### config.mk
export PLATFORM = sky130hd
export DESIGN_NAME = blklock_guard
export DESIGN_NICKNAME = d
export VERILOG_FILES = /design/src/rtl/blklock_pkg.sv /design/src/rtl/blklock_region.sv /design/src/rtl/blklock_policy.sv /design/src/rtl/blklock_regs.sv /design/src/rtl/blklock_guard.sv
export SDC_FILE = /design/constraint.sdc
export NUM_CORES = 1
export LEC_CHECK = 0
export ABC_CLOCK_PERIOD_IN_PS = 4900
export CAP_MARGIN = 0
export CORE_ASPECT_RATIO = 0.9
export CORE_MARGIN = 3
export CORE_UTILIZATION = 36
export DETAILED_ROUTE_END_ITERATION = 10
export PLACE_DENSITY = 0.87
export SLEW_MARGIN = 40
export SYNTH_ARGS = -nofsm -noshare
export SYNTH_HDL_FRONTEND = slang
export SYNTH_SLANG_ARGS = --single-unit
### constraint.sdc
create_clock -name clk -period 4.9 [get_ports clk]
set_clock_uncertainty 0.2 [all_clocks]
set_input_delay 0.98 -clock clk [delete_from_list [all_inputs] [get_ports clk]]
set_output_delay 0.98 -clock clk [all_outputs]
set_load 0.01 [all_outputs]
### src/rtl/blklock_pkg.sv
package blklock_pkg;
   localparam int unsigned HWEN_BIT = 7;
   localparam int unsigned BP_LSB   = 2;
   localparam int unsigned BP_W     = 3;
   localparam int unsigned WEL_BIT  = 1;

   typedef struct packed {
      logic            hwen;
      logic [BP_W-1:0] bp;
      logic            wel;
   } prot_t;

   function automatic logic [7:0] pack_reg(prot_t p);
      logic [7:0] r;
      r = '0;
      r[HWEN_BIT] = p.hwen;
      r[BP_LSB +: BP_W] = p.bp;
      r[WEL_BIT] = p.wel;
      return r;
   endfunction
endpackage

### src/rtl/blklock_region.sv
module blklock_region #(
   parameter int unsigned ADDR_W = 15,
   parameter int unsigned PAGE_W = 6,
   parameter int unsigned CODE_W = 3
) (
   input  logic [CODE_W-1:0] code,
   input  logic [ADDR_W-1:0] addr,
   output logic              hit
);
   localparam int unsigned NCODE = 1 << CODE_W;
   localparam int unsigned LIM_W = ADDR_W + 1;

   if (CODE_W < 3) begin : g_bad_code
      $error("blklock_region: CODE_W must be at least 3");
   end
   if (NCODE - 5 + PAGE_W >= ADDR_W - 2) begin : g_bad_page
      $error("blklock_region: page regions must stay below a quarter");
   end

   logic [LIM_W-1:0] lim [NCODE];

   for (genvar c = 0; c < NCODE; c++) begin : g_lim
      if (c == 0) begin : g_none
         assign lim[c] = '0;
      end else if (c == NCODE - 1) begin : g_all
         assign lim[c] = LIM_W'(1) << ADDR_W;
      end else if (c == NCODE - 2) begin : g_half
         assign lim[c] = LIM_W'(1) << (ADDR_W - 1);
      end else if (c == NCODE - 3) begin : g_quarter
         assign lim[c] = LIM_W'(1) << (ADDR_W - 2);
      end else begin : g_pages
         assign lim[c] = LIM_W'(1) << (PAGE_W + c - 1);
      end
   end

   assign hit = {1'b0, addr} < lim[code];
endmodule

### src/rtl/blklock_policy.sv
module blklock_policy
   import blklock_pkg::*;
(
   input  prot_t cur,
   input  prot_t nxt,
   input  logic  req,
   input  logic  reg_sel,
   input  logic  wp,
   input  logic  region_hit,
   output logic  ok,
   output logic  load_fields,
   output logic  load_wel
);
   logic fields_change;
   logic hw_lock;

   always_comb begin
      fields_change = (nxt.bp != cur.bp) || (nxt.hwen != cur.hwen);
      hw_lock       = wp && cur.hwen;
      if (reg_sel) begin
         ok = !fields_change || (cur.wel && !hw_lock);
      end else begin
         ok = cur.wel && !region_hit;
      end
      load_wel    = req && reg_sel && ok;
      load_fields = load_wel && fields_change;
   end
endmodule

### src/rtl/blklock_regs.sv
module blklock_regs
   import blklock_pkg::*;
#(
   parameter logic [BP_W-1:0] RST_BP   = '0,
   parameter logic            RST_HWEN = 1'b0
) (
   input  logic  clk,
   input  logic  rst_n,
   input  logic  req,
   input  logic  ok,
   input  logic  load_fields,
   input  logic  load_wel,
   input  prot_t nxt,
   output prot_t cur,
   output logic  grant,
   output logic  reject
);
   always_ff @(posedge clk or negedge rst_n) begin
      if (!rst_n) begin
         cur.hwen <= RST_HWEN;
         cur.bp   <= RST_BP;
         cur.wel  <= 1'b0;
         grant    <= 1'b0;
         reject   <= 1'b0;
      end else begin
         if (load_fields) begin
            cur.hwen <= nxt.hwen;
            cur.bp   <= nxt.bp;
         end
         if (load_wel) begin
            cur.wel <= nxt.wel;
         end
         grant  <= req && ok;
         reject <= req && !ok;
      end
   end
endmodule

### src/rtl/blklock_guard.sv
module blklock_guard
   import blklock_pkg::*;
#(
   parameter int unsigned ADDR_W = 15,
   parameter int unsigned PAGE_W = 6
) (
   input  logic              clk,
   input  logic              rst_n,
   input  logic              wr_req,
   input  logic              wr_reg_sel,
   input  logic [ADDR_W-1:0] wr_addr,
   input  logic [7:0]        wr_data,
   input  logic              wp_pin,
   output logic              grant,
   output logic              reject,
   output logic [7:0]        ctrl_reg
);
   prot_t cur;
   prot_t nxt;
   logic  hit;
   logic  ok;
   logic  ld_f;
   logic  ld_w;

   assign nxt.hwen = wr_data[HWEN_BIT];
   assign nxt.bp   = wr_data[BP_LSB +: BP_W];
   assign nxt.wel  = wr_data[WEL_BIT];

   blklock_region #(.ADDR_W(ADDR_W), .PAGE_W(PAGE_W), .CODE_W(BP_W)) u_region (
      .code (cur.bp),
      .addr (wr_addr),
      .hit  (hit)
   );

   blklock_policy u_policy (
      .cur         (cur),
      .nxt         (nxt),
      .req         (wr_req),
      .reg_sel     (wr_reg_sel),
      .wp          (wp_pin),
      .region_hit  (hit),
      .ok          (ok),
      .load_fields (ld_f),
      .load_wel    (ld_w)
   );

   blklock_regs u_regs (
      .clk         (clk),
      .rst_n       (rst_n),
      .req         (wr_req),
      .ok          (ok),
      .load_fields (ld_f),
      .load_wel    (ld_w),
      .nxt         (nxt),
      .cur         (cur),
      .grant       (grant),
      .reject      (reject)
   );

   assign ctrl_reg = pack_reg(cur);
endmodule

# Word level (Yosys, flattened, before mapping)
# Memory sizes are Yosys's and may differ from the RTL's.
# Cells that the tools add are included.
[totals]
rom_bits = 128
memories = 1
word_cells = 28
input_bits = 28
output_inout_bits = 10
register_bits = 7
[memory_table]
columns = ["memory", "words", "width", "rd", "rd_clocked_by_memory_dff", "wr", "line_no", "source"]
rows = [
  ["(name not given)", 8, 16, 1, 0, 0, "blklock_region.sv:36", "assign hit = {1'b0, addr} < lim[code];"],
]
[op_classes]
order_cmp = 2
eq_ne = 2
mux = 3
bitwise = 1
n_reduce_logical = 14
[ops]
columns = ["cell", "n"]
rows = [
  ["2-to-1 mux 16 bit", 2],
  ["less-than comparator 15 x 16 -> 1 bit", 1],
  ["logical AND 1 bit", 8],
  [">= comparator 4 bit (second input constant)", 1],
  ["logical NOT 1 bit", 4],
  ["inverter 3 -> 4 bit", 1],
  ["!= test 3 bit", 1],
  ["logical OR 1 bit", 2],
  ["2-to-1 mux 1 bit", 1],
  ["!= test 1 bit", 1],
]

# Longest topological paths before layout
[logic_depth]
word_depth = 10
mapped_depth = 7
ltp_nobuf = 6

# By module
# From an unflattened synthesis, not the netlist that was laid out.
[unflattened]
hier_cells = 52
area_unflattened_um2 = 529.3
[modules_own_cells]
columns = ["mod", "cells_each", "area_each_um2", "instances"]
rows = [
  ["blklock_regs", 14, 244.0, 1],
  ["blklock_region", 21, 173.9, 1],
  ["blklock_policy", 13, 85.1, 1],
  ["blklock_guard", 4, 26.3, 1],
]

# Least setup slack after synthesis
# OpenSTA, ideal clock, no wires.
[synth_path]
path_type = "register to register"
startpoint = "register, netlist name u_regs.cur[2]"
endpoint = "register u_regs.grant"
stages_incl_launch_ff = 8
arrival_ns = 1.978
path_buffers = 1
synth_period_minus_slack_ns = 2.298
slack_ns = 2.602
setup_ns = 0.120
cell_sequence = "dfrtp_1 > buf_2 > or3b_2 > ha_1 > or4_1 > a21oi_1 > o221ai_1 > and3_1"
[synth_between]
elab_chain_len = 9
[synth_lines]
columns = ["element", "line_no", "source"]
rows = [
  ["inverter 3 -> 4 bit (not written as such)", "blklock_region.sv:36", ""],
  ["memory read (8 x 16 bit)", "--", ""],
  ["2-to-1 mux 16 bit (not written as such) (2 in a row)", "blklock_region.sv:36", ""],
  ["less-than comparator 15 x 16 -> 1 bit", "blklock_region.sv:36", ""],
  ["logical NOT 1 bit", "blklock_policy.sv:23", "ok = cur.wel && !region_hit;"],
  ["logical AND 1 bit", "blklock_policy.sv:23", ""],
  ["2-to-1 mux 1 bit *", "blklock_policy.sv:20", "if (reg_sel) begin"],
  ["logical AND 1 bit *", "blklock_regs.sv:33", "grant <= req && ok;"],
  ["end signal, assigned", "blklock_regs.sv:33", ""],
  ["end, declared", "blklock_regs.sv:15", "output logic grant,"],
]
# Every way passes the cells marked *; elsewhere a longest branch is shown, timed or not. The select of a mux whose other input is x is not followed.
# A chain may end at the register's enable or synchronous reset.

# Final worst setup path
[layout_path]
startpoint = "register, netlist name u_regs.cur[3]"
endpoint = "output ctrl_reg[4]"
[layout_rtl]
columns = ["element", "line_no", "source"]
rows = [
  ["end, declared", "blklock_guard.sv:16", "output logic [7:0] ctrl_reg"],
]
# No word-level cell between the ends.

==> metrics.cfg <==
[critical_path]
rrSetupSlack_ps = 2530
cp_num_buf_inv = 1
crit_fanout = 10
worstPathArrival_ps = 1380
start_kind = register
worst-path-stages = 1
cp-end-kind = primary output
cp.required_ps = 3720
worstSetupPathType = register to primary output
r2r-end = u_regs.grant
cp_cell_sequence = clkdlybuf4s50_1
startpoint = u_regs.cur[3]
r2r_cells = 6
critPathTopFamily = buffers and inverters
max_stage_delay_ps = 600
worstSetupEndpoint = ctrl_reg[4]
r2r-start = u_regs.cur[3]
critPathSlowestCell = clkdlybuf4s50_1

[yosys]
synth.most_common_cell = dfrtp_1
synth.largest_area_cell = dfrtp_1
yosys.cell_types.count = 27
postSynthCellCount = 55
ys.flop_type = dfrtp_1
yosysTopAreaCellShare_pct = 31.7
synth_common_cells = 7 x dfrtp_1, 5 x buf_4, 5 x ha_1, 5 x mux2_2, 4 x xnor2_1
synth_enable_flop_cells = 0
yosys-top-cells-area = dfrtp_1 32%, ha_1 11%, mux2_2 10%, buf_4 6.8%, xnor2_1 6.3%
ys_async_sr_fraction_pct = 100
ys_ff_latch = 7
yosysSeqAreaShare_pct = 31.7
ys_warn_count = 0
synth.avg_cell_area_um2 = 10.0
synthesis.area_um2 = 552

[drt]
drc = 0
vias = 503
dr.first_iter.drc_count = 8
drt-pass1-iter-count = 4
vias_per_cell = 5.41
wl_per_cell_um = 15.1
ant_nets = 0
wirelength_um = 1410

[power_and_ir_drop]
p_leak_nw = 0.327
powerDensity_nw_per_um2 = 478
comb_power_share_pct = 52.8
ir_worst_vdd_mv = 0.292
swShare_pct = 37.6
pwr-share-clk_pct = 13.8
p_seq_share_pct = 33.4
power_switching_w = 0.000145
p_int_w = 0.000240

[layout]
area_delta_synth_final_pct = 46.0
layout.nets = 113
diodes = 0
fill_cells = 101
drive_above_1_share_pct = 12.7

[global_route]
grt_pass1_vias = 535
antenna_found_initial = 0
gr-total-overflow = 0
grt_pass1_wl_um = 2300
track_usage_pct = 16.6
grt_max_degree = 11

[sta]
period_share_pct = 52.2
period_needed_ps = 2560
rsz0062_at_grt = false
setup_ws_ps = 2340
finalSetupViolations = 0
hold_viol = 0
setup_tns_ps = 0
fmax_ghz = 0.391
maxSlewViolCount = 0

[clock_tree]
cts_sinks = 7
htreeDepth = 1
cts_tree = built
clkTransAtPathRegs_ps = 50
cts_buffers = 3
post-cts-setup-buffers = 0
ctsHoldBuffers = 0
clockBufferDepth = 2
cts_root_buf = clkbuf_4
clk_latency_ps = 260
ctsResizeCount = 0

[placed_design]
dp_slack_ps = 2130
dpl.hpwl_um = 1140
gp_congestion = 0.714
port_buffers = 25

[hold_path]
hp-class = register to register
hold_start = u_regs.cur[4]

[floorplanning]
dieArea_um2 = 2040
fp.dieH_um = 43.1
rows = 12
core_um2 = 1340
start_util_pct = 41.3
dieWidth_um = 47.3
ios = 38

[status]
status = completed

[job]
maxCapViolations = 0

==> cell type report <==
| cell class | instances | area, µm² | share of cell area (%) |
|---|---|---|---|
| Tap cell | 14 | 17.5 | 2.17 |
| Multi-Input combinational cell | 42 | 333 | 41.3 |
| Timing Repair Buffer | 25 | 250 | 31.1 |
| Sequential cell | 7 | 175 | 21.7 |
| Clock buffer | 4 | 26.3 | 3.26 |
| Inverter | 1 | 3.75 | 0.466 |
==> worst min path at each step <==
stage	slack (ps)	to	cells after the start
finish	380	u_regs.cur[4]	1
global route	410	u_regs.cur[4]	1
CTS	390	u_regs.cur[4]	1
detailed placement	380	u_regs.cur[4]	1
floorplan	410	u_regs.cur[4]	1
global placement	360	u_regs.cur[4]	1
==> power groups by stage <==
stage / Combinational [W] / Clock (W) / Sequential, W
2_1_floorplan: 0.000138 / 0 / 0.000113
3_3_place_gp: 0.000194 / 0 / 0.000128
3_5_place_dp: 0.000203 / 0 / 0.000130
4_1_cts: 0.000204 / 0.0000550 / 0.000128
5_1_grt: 0.000224 / 0.0000586 / 0.000133
6_report: 0.000203 / 0.0000532 / 0.000128
==> flip-flops by register name, summed over array words and instances (netlist names) <==
| signal | count |
|---|---|
| u_regs.cur | 5 |
| u_regs.grant | 1 |
| u_regs.reject | 1 |
==> cell families (layout without fill, tap and decap cells) <==
logic type	Yosys count	after routing	share of synthesized area [%]
adders and majority gates	5	5	11.3
AOI/OAI and AO/OA	11	11	14.3
DFF	7	7	31.7
and+or+nand+nor	14	14	16.1
muxes	5	5	10.2
other	1	3	0.680
xor gates and xnor gates	4	4	6.35
buffers and inverters	8	30	9.30
==> cell usage in the layout (no fill, tap or decap), drive strengths merged, types with 2 or more instances in the layout <==
cell type	count
conb	3
clkbuf	4
and3	2
nand2	2
clkdlybuf4s50	25
a21boi	2
mux2	5
nand3b	3
dfrtp	7
a21oi	2
xnor2	4
ha	5
or3b	2
==> metal layers <==
layer / GRT usage [%] / up-vias / routed length [µm]
met2: 24.6 / 26 / 690
met5: 0 / - / 0
met4: 12.2 / 0 / 42
met3: 8.05 / 6 / 113
met1: 17.6 / 228 / 559
li1: - / 243 / -
==> stage by stage <==
| stage | cell area [µm²] | utilization [%] | std cells | total power [W] | hold WS, ps |
|---|---|---|---|---|---|
| 3_5_place_dp | 779 | 58.3 | 89 | 0.000332 | 377 |
| 5_1_grt | 806 | 60.3 | 93 | 0.000415 | 414 |
| 2_1_floorplan | 559 | - | 57 | 0.000251 | 406 |
| 6_report | 806 | 60.3 | 93 | 0.000385 | 380 |
| 3_3_place_gp | 779 | 58.3 | 89 | 0.000322 | 365 |
| 4_1_cts | 806 | 60.3 | 93 | 0.000388 | 389 |
Note: power is estimated with default switching activity, not from simulation.
